## config.mk

```make
export PLATFORM = sky130hd
export DESIGN_NAME = banked_addr_decoder
export DESIGN_NICKNAME = d
export VERILOG_FILES = /design/src/rtl/bdec_pkg.sv /design/src/rtl/bdec_region.sv /design/src/rtl/bdec_cart_map.sv /design/src/rtl/bdec_select.sv /design/src/rtl/banked_addr_decoder.sv
export SDC_FILE = /design/constraint.sdc
export NUM_CORES = 1
export LEC_CHECK = 0
export BUFFER_PORTS_ARGS = -buffer_cell sky130_fd_sc_hd__buf_2
export CAP_MARGIN = 10
export CELL_PAD_IN_SITES_DETAIL_PLACEMENT = 1
export CELL_PAD_IN_SITES_GLOBAL_PLACEMENT = 1
export CORE_UTILIZATION = 18
export DETAILED_ROUTE_END_ITERATION = 8
export PLACE_DENSITY = 0.86
export SETUP_SLACK_MARGIN = 0.05
export SYNTH_ARGS = -nofsm -noshare
export SYNTH_HDL_FRONTEND = slang
export SYNTH_SLANG_ARGS = --single-unit
```

## constraint.sdc

```tcl
create_clock -name vclk -period 1.2
set_clock_uncertainty 0.15 [all_clocks]
set_input_delay 0.06 -clock vclk [all_inputs]
set_output_delay 0.06 -clock vclk [all_outputs]
set_load 0.01 [all_outputs]
```

## src/rtl/bdec_pkg.sv

```systemverilog
package bdec_pkg;
  typedef enum logic [2:0] {
    RGN_WRAM   = 3'd0,
    RGN_IO     = 3'd1,
    RGN_VRAM   = 3'd2,
    RGN_NONE   = 3'd3,
    RGN_CART_S = 3'd4,
    RGN_CART_F = 3'd5
  } region_e;
endpackage

```

## src/rtl/bdec_region.sv

```systemverilog
module bdec_region
  import bdec_pkg::*;
#(
  parameter int ADDR_W = 16
) (
  input  logic [ADDR_W-1:0] addr,
  output region_e           region
);
  localparam int TOP = ADDR_W - 1;

  always_comb begin
    unique case (addr[TOP -: 3])
      3'd0:          region = RGN_WRAM;
      3'd1:          region = RGN_IO;
      3'd2:          region = RGN_VRAM;
      3'd3:          region = RGN_NONE;
      3'd4, 3'd5:    region = RGN_CART_S;
      default:       region = RGN_CART_F;
    endcase
  end
endmodule

```

## src/rtl/bdec_cart_map.sv

```systemverilog
module bdec_cart_map
  import bdec_pkg::*;
#(
  parameter int ADDR_W = 16,
  parameter int CART_W = 16,
  parameter int BANK_W = 3
) (
  input  logic [ADDR_W-1:0] addr,
  input  logic [BANK_W-1:0] bank,
  input  region_e           region,
  output logic [CART_W-1:0] cart_off
);
  localparam int WIN_W = ADDR_W - 2;
  localparam int PG_W  = CART_W - WIN_W;

  logic [PG_W-1:0] bank_pg;
  logic [PG_W-1:0] page;

  generate
    if (BANK_W >= PG_W) begin : g_slice
      assign bank_pg = bank[PG_W-1:0];
    end else begin : g_extend
      assign bank_pg = {{(PG_W-BANK_W){1'b0}}, bank};
    end
  endgenerate

  always_comb begin
    page = (region == RGN_CART_F) ? {PG_W{1'b1}} : bank_pg;
    cart_off = {page, addr[WIN_W-1:0]};
  end
endmodule

```

## src/rtl/bdec_select.sv

```systemverilog
module bdec_select
  import bdec_pkg::*;
#(
  parameter int DATA_W = 8
) (
  input  region_e           region,
  input  logic              rd,
  input  logic              wr,
  output logic              wram_sel,
  output logic              io_sel,
  output logic              vram_sel,
  output logic              cart_sel,
  output logic              hole_rd,
  output logic [DATA_W-1:0] fill
);
  logic access;

  always_comb begin
    access   = rd | wr;
    wram_sel = access && (region == RGN_WRAM);
    io_sel   = access && (region == RGN_IO);
    vram_sel = access && (region == RGN_VRAM);
    cart_sel = access && ((region == RGN_CART_S) || (region == RGN_CART_F));
    hole_rd  = rd && (region == RGN_NONE);
    fill     = hole_rd ? {DATA_W{1'b1}} : {DATA_W{1'b0}};
  end
endmodule

```

## src/rtl/banked_addr_decoder.sv

```systemverilog
module banked_addr_decoder
  import bdec_pkg::*;
#(
  parameter int ADDR_W = 16,
  parameter int CART_W = 16,
  parameter int BANK_W = 3,
  parameter int DATA_W = 8,
  localparam int OFF_W = ADDR_W - 3
) (
  input  logic [ADDR_W-1:0] cpu_addr,
  input  logic              rd_en,
  input  logic              wr_en,
  input  logic [BANK_W-1:0] bank_sel,
  output logic              wram_cs,
  output logic [OFF_W-1:0]  wram_addr,
  output logic              io_cs,
  output logic [OFF_W-1:0]  io_addr,
  output logic              vram_cs,
  output logic [OFF_W-1:0]  vram_addr,
  output logic              cart_cs,
  output logic [CART_W-1:0] cart_addr,
  output logic              open_bus,
  output logic [DATA_W-1:0] fill_data
);
  region_e           region;
  logic [CART_W-1:0] cart_off;

  bdec_region #(.ADDR_W(ADDR_W)) u_region (
    .addr   (cpu_addr),
    .region (region)
  );

  bdec_cart_map #(.ADDR_W(ADDR_W), .CART_W(CART_W), .BANK_W(BANK_W)) u_cart (
    .addr     (cpu_addr),
    .bank     (bank_sel),
    .region   (region),
    .cart_off (cart_off)
  );

  bdec_select #(.DATA_W(DATA_W)) u_sel (
    .region   (region),
    .rd       (rd_en),
    .wr       (wr_en),
    .wram_sel (wram_cs),
    .io_sel   (io_cs),
    .vram_sel (vram_cs),
    .cart_sel (cart_cs),
    .hole_rd  (open_bus),
    .fill     (fill_data)
  );

  always_comb begin
    wram_addr = wram_cs ? cpu_addr[OFF_W-1:0] : '0;
    io_addr   = io_cs   ? cpu_addr[OFF_W-1:0] : '0;
    vram_addr = vram_cs ? cpu_addr[OFF_W-1:0] : '0;
    cart_addr = cart_cs ? cart_off : '0;
  end
endmodule

```

==> out/results.tsv, run 1 <==
stage	metric	value	unit
yosys	Synth Area per Inst	6.23	sq um
setup_path	delay-heaviest family, CP	buffers and inverters	
cells_and_area	Antenna Cells	0	
sta	RSZ-0062 raised after global routing	true	
yosys	Net Count, Synth	122	
setup_path	Worst Setup Start Kind	primary input	
setup_path	Worst Path Buf+Inv	3	
cells_and_area	post-layout net count	202	
floorplanning	Die Area	3740	sq um
sta	hold slack	0.285	ns
cells_and_area	share of post-route cells with drive strength above 1	63.1	%
floorplanning	width of the die	61.1	um
floorplanning	Ports	89	
cells_and_area	most frequent cells in the layout	88 x buf_2, 42 x and3_1, 13 x nand2_1	
hold_path	Hold Path End	cart_addr[14]	
hold_path	hold path depth	4	
yosys	Seq/Total Area, Yosys	0	%
global_route	antenna violations before repair	0	
cells_and_area	clock buffer count in the final layout	0	
power	Pwr Density	304	nW/um^2
run	maxcap violations	0	
hold_path	worst hold path type	primary input to output pin	
hold_path	hold path start	bank_sel[0]	
routing	1st-iter DRT viols	47	
setup_path	worst path cell trace	buf_2 > or2_4 > buf_4 > nor3_2 > buf_2	
setup_path	Slowest-stage cell, CP	or2_4	
status	status	finished, final reports clean	
global_route	first-pass GRT wire length	4080	um
placement	pre-CTS setup slack	0.0495	ns
global_route	total gr overflow	0	
sta	final setup violating endpoints	0	
sta	Final WS setup	0.0875	ns
global_route	vias in the first global route	786	
yosys	Mapped Area	629	sq um
sta	setup TNS	0	ns
routing	via count	995	
cells_and_area	Fill cells	466	
sta	crit share post-route	92.7	%
floorplanning	FP Rows	21	
setup_path	max incr delay on CP	0.26	ns
placement	hpwl dp	2370	um
yosys	synthesized instance count	101	
global_route	M2 GR Usage	22.7	%
yosys	Unique masters post-synth	16	
global_route	global route hottest layer	met2	
placement	Final GP Congestion	0.781	
placement	PortBufs	88	
global_route	met1 GRT Util	21.1	%
floorplanning	Die Y	61.1	um
global_route	largest net degree at the start of global routing	28	
sta	Hold Violations, Final	0	
cells_and_area	commonest non-fill, non-tap cell in the layout	buf_2	
routing	WL/cell	12.8	um
cts	Setup Buffers After CTS	0	
routing	Avg Vias per Cell	4.42	
power	Leakage	0.817	nW
sta	worst-margin pin slew	0.339	ns
floorplanning	core area	3340	sq um
cells_and_area	FF/Latch Area	0	sq um
setup_path	required time worst endpoint	0.99	ns
floorplanning	Starting Density	18.9	%
sta	Slew HR	77.2	%
setup_path	Crit Path Category	primary input to output pin	
sta	Peak Freq	0.899	GHz
power	peak supply drop	0.0932	mV
cells_and_area	Area Growth Syn to Fin	76.7	%
setup_path	Critical Path AT	0.90	ns
routing	DRC	0	
global_route	met3 usage	1.26	%
sta	max-slew violations	0	
routing	post-route ant nets	0	
routing	Pre-Repair DR Iteration Count	6	
routing	final wirelength	2870	um
setup_path	Critical Path End Type	output pin	
setup_path	crit-path max FO	6	
sta	Tmin final	1.11	ns
yosys	Ys Warns	0	
global_route	Global Route Usage Sum	14.2	%
cells_and_area	sequential cells	0	
setup_path	most used cell, CP	buf_2	
-- per-layer routing --
metal,share of wire [%],vias to the layer above
met1,47,457
met4,0.56,0
met3,4.4,2
li1,-,500
met2,48,36
met5,0,-
-- tightest hold or removal path: stages --
cell and delay, ns:
buf_2 0.07, nor2_1 0.03, nor2_1 0.07, buf_2 0.13
-- how the worst max path moves through the flow --
stage,from,to,cells after the start
5_1_grt,cpu_addr[15],io_addr[7],5
4_1_cts,wr_en,cart_addr[9],4
6_report,cpu_addr[15],io_addr[7],5
3_5_place_dp,cpu_addr[15],io_addr[1],5
3_3_place_gp,cpu_addr[15],io_addr[1],5
2_1_floorplan,cpu_addr[14],fill_data[0],3
-- per-stage QoR --
step	power [mW]	instance area (sq um)	instances	utilization, %
floorplan	0.180	629	101	-
detailed placement	0.331	1080	225	32.4
global route	0.374	1110	225	33.3
finish	0.339	1110	225	33.3
global placement	0.323	1080	225	32.4
CTS	0.334	1090	225	32.7
-- Yosys cell counts --
cell,count,area share [%]
inv_1,1,0.60
clkbuf_1,2,1.2
buf_2,4,3.2
o21ba_4,1,2.6
nor3_1,4,3.2
nor3_2,10,16
buf_6,2,3.6
clkbuf_2,3,2.4
and3_1,42,42
nand2_1,13,7.8
o21ai_0,1,0.79
nor2b_1,1,0.99
nor2_1,6,3.6
and2_1,1,0.99
or2_1,2,2.0
buf_4,8,9.5
-- where the power goes --
group,switching [mW],internal [mW]
clock,0,0
sequential,0,0
combinational,0.194,0.145
-- area by class of cell --
| cell class | count | area (sq um) | share of cell area [%] |
|---|---|---|---|
| Multi-Input combinational cell | 81 | 527 | 47.4 |
| Timing Repair Buffer | 97 | 524 | 47.1 |
| Tap cell | 46 | 57.6 | 5.17 |
| Inverter | 1 | 3.75 | 0.337 |
-- kinds of logic after synthesis --
logic type	after synthesis	share of synthesized area (%)
simple gates	79	76.1
buf+inv	20	20.5
compound gates	2	3.38
-- what timing repair did --
action	in CTS	in global routing
setup endpoints to repair	2	23
resized for setup	2	5
hold buffers	0	0
pin swaps	0	2
No activity file was read; power rests on OpenSTA's default activity.
==> inputs of run 2 (changes only) <==
--- a/config.mk
+++ b/config.mk
@@ -5,7 +5,7 @@
 export SDC_FILE = /design/constraint.sdc
 export NUM_CORES = 1
 export LEC_CHECK = 0
-export BUFFER_PORTS_ARGS = -buffer_cell sky130_fd_sc_hd__buf_2
+export BUFFER_PORTS_ARGS = -buffer_cell sky130_fd_sc_hd__clkbuf_2
 export CAP_MARGIN = 10
 export CELL_PAD_IN_SITES_DETAIL_PLACEMENT = 1
 export CELL_PAD_IN_SITES_GLOBAL_PLACEMENT = 1
==> run 2 against run 1 <==
Setup slack worse by 0.028 ns. Critical path type unchanged. Critical endpoint is now io_addr[3]. Count of clock-buffer cells in the layout unchanged. Utilization up 1.0 points. Largest power group unchanged. Wire length up 6.8%. Maximum frequency down 2.4%. Flip-flop and latch count unchanged. Power up 5.8%. Worst hold slack better by 0.015 ns. Critical path depth unchanged. Largest cell class unchanged.
==> out/results.tsv, run 2 (synthesized netlist as in run 1, its figures left out) <==
stage	metric	value	unit
status	status	finished, final reports clean	
placement	pre-CTS setup slack	0.0394	ns
cells_and_area	area of the multi-input gates	549	sq um
sta	Hold Violations, Final	0	
setup_path	Worst Setup Start Kind	primary input	
cells_and_area	FF/Latch Area	0	sq um
cts	Setup Buffers After CTS	0	
cells_and_area	clock buffer count in the final layout	0	
cells_and_area	share of post-route cells with drive strength above 1	64.0	%
power	peak supply drop	0.118	mV
cells_and_area	most frequent cells in the layout	80 x clkbuf_2, 41 x and3_1, 13 x nand2_1, 13 x nor3_2, 8 x buf_2	
power	Leakage	0.786	nW
sta	crit share post-route	95.0	%
routing	WL/cell	13.7	um
setup_path	Critical Path AT	0.93	ns
routing	Avg Vias per Cell	4.47	
setup_path	CP Launch Point	cpu_addr[15]	
cells_and_area	Area Growth Syn to Fin	82.1	%
routing	final wirelength	3070	um
floorplanning	FP Rows	21	
placement	hpwl dp	2340	um
hold_path	hold path start	cpu_addr[11]	
sta	worst-margin pin slew	0.350	ns
sta	max-slew violations	0	
sta	hold slack	0.299	ns
setup_path	required time worst endpoint	0.99	ns
routing	Pre-Repair DR Iteration Count	4	
power	Pwr Density	313	nW/um^2
floorplanning	Die Area	3740	sq um
floorplanning	core area	3340	sq um
setup_path	Critical Path End Type	output pin	
cells_and_area	commonest non-fill, non-tap cell in the layout	clkbuf_2	
sta	final setup violating endpoints	0	
cells_and_area	post-layout net count	201	
routing	via count	1002	
sta	setup TNS	0	ns
run	maxcap violations	0	
global_route	total gr overflow	0	
cells_and_area	Fill cells	455	
setup_path	Crit Path Category	primary input to output pin	
floorplanning	width of the die	61.1	um
cts	hold_buf cts	0	
routing	post-route ant nets	0	
global_route	antenna violations before repair	0	
cells_and_area	sequential cells	0	
cells_and_area	Antenna Cells	0	
floorplanning	Ports	89	
floorplanning	Die Y	61.1	um
routing	1st-iter DRT viols	17	
placement	PortBufs	88	
global_route	largest net degree at the start of global routing	28	
routing	DRC	0	
setup_path	crit-path max FO	7	
sta	Slew HR	76.4	%
sta	RSZ-0062 raised after global routing	true	
sta	Peak Freq	0.877	GHz
global_route	first-pass GRT wire length	3970	um
global_route	Global Route Usage Sum	13.9	%
sta	Final WS setup	0.0596	ns
global_route	vias in the first global route	751	
placement	Final GP Congestion	0.681	
floorplanning	Starting Density	18.9	%
hold_path	worst hold path type	primary input to output pin	
sta	Tmin final	1.14	ns
[run 2: cell count changes in the layout (fill, tap and decap cells not counted), sizes merged]
cell,before,now
clkbuf,0,81
buf,97,14
o21ba,1,2
[run 2: through the flow]
step	area, sq um	power [mW]	cells	utilization (%)
after CTS	1080	0.335	222	32.5
after floorplan	629	0.180	101	-
after global placement	1070	0.323	222	32.1
final	1150	0.358	224	34.3
after global routing	1150	0.391	224	34.3
after detailed placement	1070	0.330	222	32.1
[run 2: cell type report]
type / instances / area share [%]
multi-input combinational: 82 / 47.9
inverter: 1 / 0.328
tap: 46 / 5.02
timing repair buffer: 95 / 46.7
[run 2: worst paths after layout]
check / to / slack, ns / cells after the start
worst max-delay path: io_addr[3] / 0.06 / 5
worst min-delay path: io_addr[11] / 0.30 / 4
[run 2: power by group]
group	internal, mW	total, mW	leakage [nW]	switching (mW)
clock network	0	0	0	0
logic	0.153	0.358	0.786	0.206
registers	0	0	0	0
total	0.153	0.358	0.786	0.206
[run 2: routing by layer]
| metal | vias up | share of wire (%) | global-route usage [%] |
|---|---|---|---|
| met2 | 38 | 49 | 22.4 |
| met1 | 463 | 47 | 21.2 |
| met3 | 4 | 3.0 | 0 |
| li1 | 497 | - | - |
| met4 | 0 | 1.0 | 1.95 |
| met5 | - | 0 | 0 |
[run 2: timing repair]
| action | 4_1_cts | 5_1_grt |
|---|---|---|
| cloned | 0 | 2 |
| pin swaps | 0 | 2 |
| setup endpoints to repair | 5 | 57 |
| resized for setup | 3 | 14 |
[run 2: critical path, cell delays in order]
cell and delay (ns):
buf_2 0.14, or2_4 0.26, buf_12 0.15, nor3_2 0.16, clkbuf_2 0.16
==> inputs of run 3 (changes only) <==
--- a/config.mk
+++ b/config.mk
@@ -9,9 +9,9 @@
 export CAP_MARGIN = 10
 export CELL_PAD_IN_SITES_DETAIL_PLACEMENT = 1
 export CELL_PAD_IN_SITES_GLOBAL_PLACEMENT = 1
-export CORE_UTILIZATION = 18
+export CORE_UTILIZATION = 19
 export DETAILED_ROUTE_END_ITERATION = 8
-export PLACE_DENSITY = 0.86
+export PLACE_DENSITY = 0.9
 export SETUP_SLACK_MARGIN = 0.05
 export SYNTH_ARGS = -nofsm -noshare
 export SYNTH_HDL_FRONTEND = slang
==> constraint.sdc (replaced) <==
create_clock -name vclk -period 1.37
set_clock_uncertainty 0.15 [all_clocks]
set_input_delay 0.0685 -clock vclk [all_inputs]
set_output_delay 0.0685 -clock vclk [all_outputs]
set_load 0.01 [all_outputs]
==> run 3 against run 2 <==
Power is 21% lower. Die area decreased by 5.1%. Cell area is 7.5% lower. Highest routed layer is now met3.
==> out/results.tsv, run 3 (synthesized netlist as in run 1, its figures left out) <==
stage	metric	value	unit
placement	Inst Count DP	222	
routing	post-route ant nets	0	
cells_and_area	share of post-route cells with drive strength above 1	60.1	%
setup_path	Crit Path Category	primary input to output pin	
cts	hold_buf cts	0	
cells_and_area	post-layout net count	201	
placement	pre-CTS setup slack	0.161	ns
cells_and_area	post-route insts no fill	222	
sta	RSZ-0062 raised after global routing	false	
sta	max-slew violations	0	
power	Pwr Density	266	nW/um^2
cells_and_area	Fill cells	461	
cells_and_area	most frequent cells in the layout	88 x clkbuf_2, 42 x and3_1, 13 x nand2_1	
setup_path	Worst Setup Start Kind	primary input	
sta	Slew HR	74.7	%
placement	hpwl dp	2460	um
cells_and_area	Area Growth Syn to Fin	68.4	%
routing	DRC	0	
setup_path	required time worst endpoint	1.15	ns
global_route	total gr overflow	0	
placement	Placed Area	1060	sq um
setup_path	crit-path max FO	15	
cts	Resized cells post-CTS	0	
global_route	antenna violations before repair	0	
floorplanning	Ports	89	
cells_and_area	Antenna Cells	0	
floorplanning	core area	3100	sq um
sta	Peak Freq	0.829	GHz
floorplanning	Die Area	3550	sq um
floorplanning	Die Y	59.6	um
cells_and_area	commonest non-fill, non-tap cell in the layout	clkbuf_2	
cells_and_area	area of the multi-input gates	500	sq um
sta	crit share post-route	88.0	%
floorplanning	width of the die	59.6	um
routing	1st-iter DRT viols	56	
sta	setup TNS	0	ns
routing	Pre-Repair DR Iteration Count	4	
setup_path	Critical Path End Type	output pin	
sta	final setup violating endpoints	0	
placement	Final GP Congestion	0.708	
global_route	first-pass GRT wire length	4350	um
hold_path	worst hold path type	primary input to output pin	
cells_and_area	clock buffer count in the final layout	0	
sta	worst-margin pin slew	0.380	ns
power	Pwr Total	0.282	mW
cts	Setup Buffers After CTS	0	
sta	hold slack	0.299	ns
routing	Avg Vias per Cell	4.48	
global_route	largest net degree at the start of global routing	28	
placement	PortBufs	88	
cells_and_area	sequential cells	0	
cells_and_area	FF/Latch Area	0	sq um
run	maxcap violations	0	
routing	WL/cell	13.3	um
floorplanning	FP Rows	20	
routing	via count	995	
floorplanning	Starting Density	20.3	%
global_route	Global Route Usage Sum	15.8	%
cells_and_area	Final Util	34.2	%
power	Leakage	0.754	nW
sta	Final WS setup	0.164	ns
sta	Tmin final	1.21	ns
cells_and_area	design area	1060	sq um
global_route	vias in the first global route	840	
routing	final wirelength	2950	um
status	status	finished, final reports clean	
power	peak supply drop	0.0547	mV
setup_path	Critical Path AT	0.99	ns
sta	Hold Violations, Final	0	
[run 3: path summary, 6_finish.rpt]
check,from,endpoint,cells after the start
hold / removal,bank_sel[1],cart_addr[15],4
setup / recovery,cpu_addr[15],wram_addr[4],6
[run 3: area by class of cell]
type                       instances  area share (%)
timing repair buffer              96            47.2
multi-input combinational         81            47.2
inverter                           1           0.354
tap                               44            5.19
[run 3: power breakdown]
part           switching (mW)  leakage [nW]  internal (mW)
Clock                       0             0              0
Sequential                  0             0              0
Combinational           0.167         0.754          0.115
Total                   0.167         0.754          0.115
[run 3: layer usage]
metal / vias to the layer above / GRT usage [%] / part of all wire [%]
li1: 497 / - / -
met5: - / 0 / 0
met2: 30 / 29.7 / 52
met1: 468 / 21.3 / 44
met4: 0 / 0 / 0
met3: 0 / 0 / 3.6
[run 3: critical path: stages]
cell and delay, ns:
clkbuf_2 0.10, buf_4 0.18, nor2_1 0.17, buf_4 0.17, and3_1 0.17, clkbuf_2 0.14
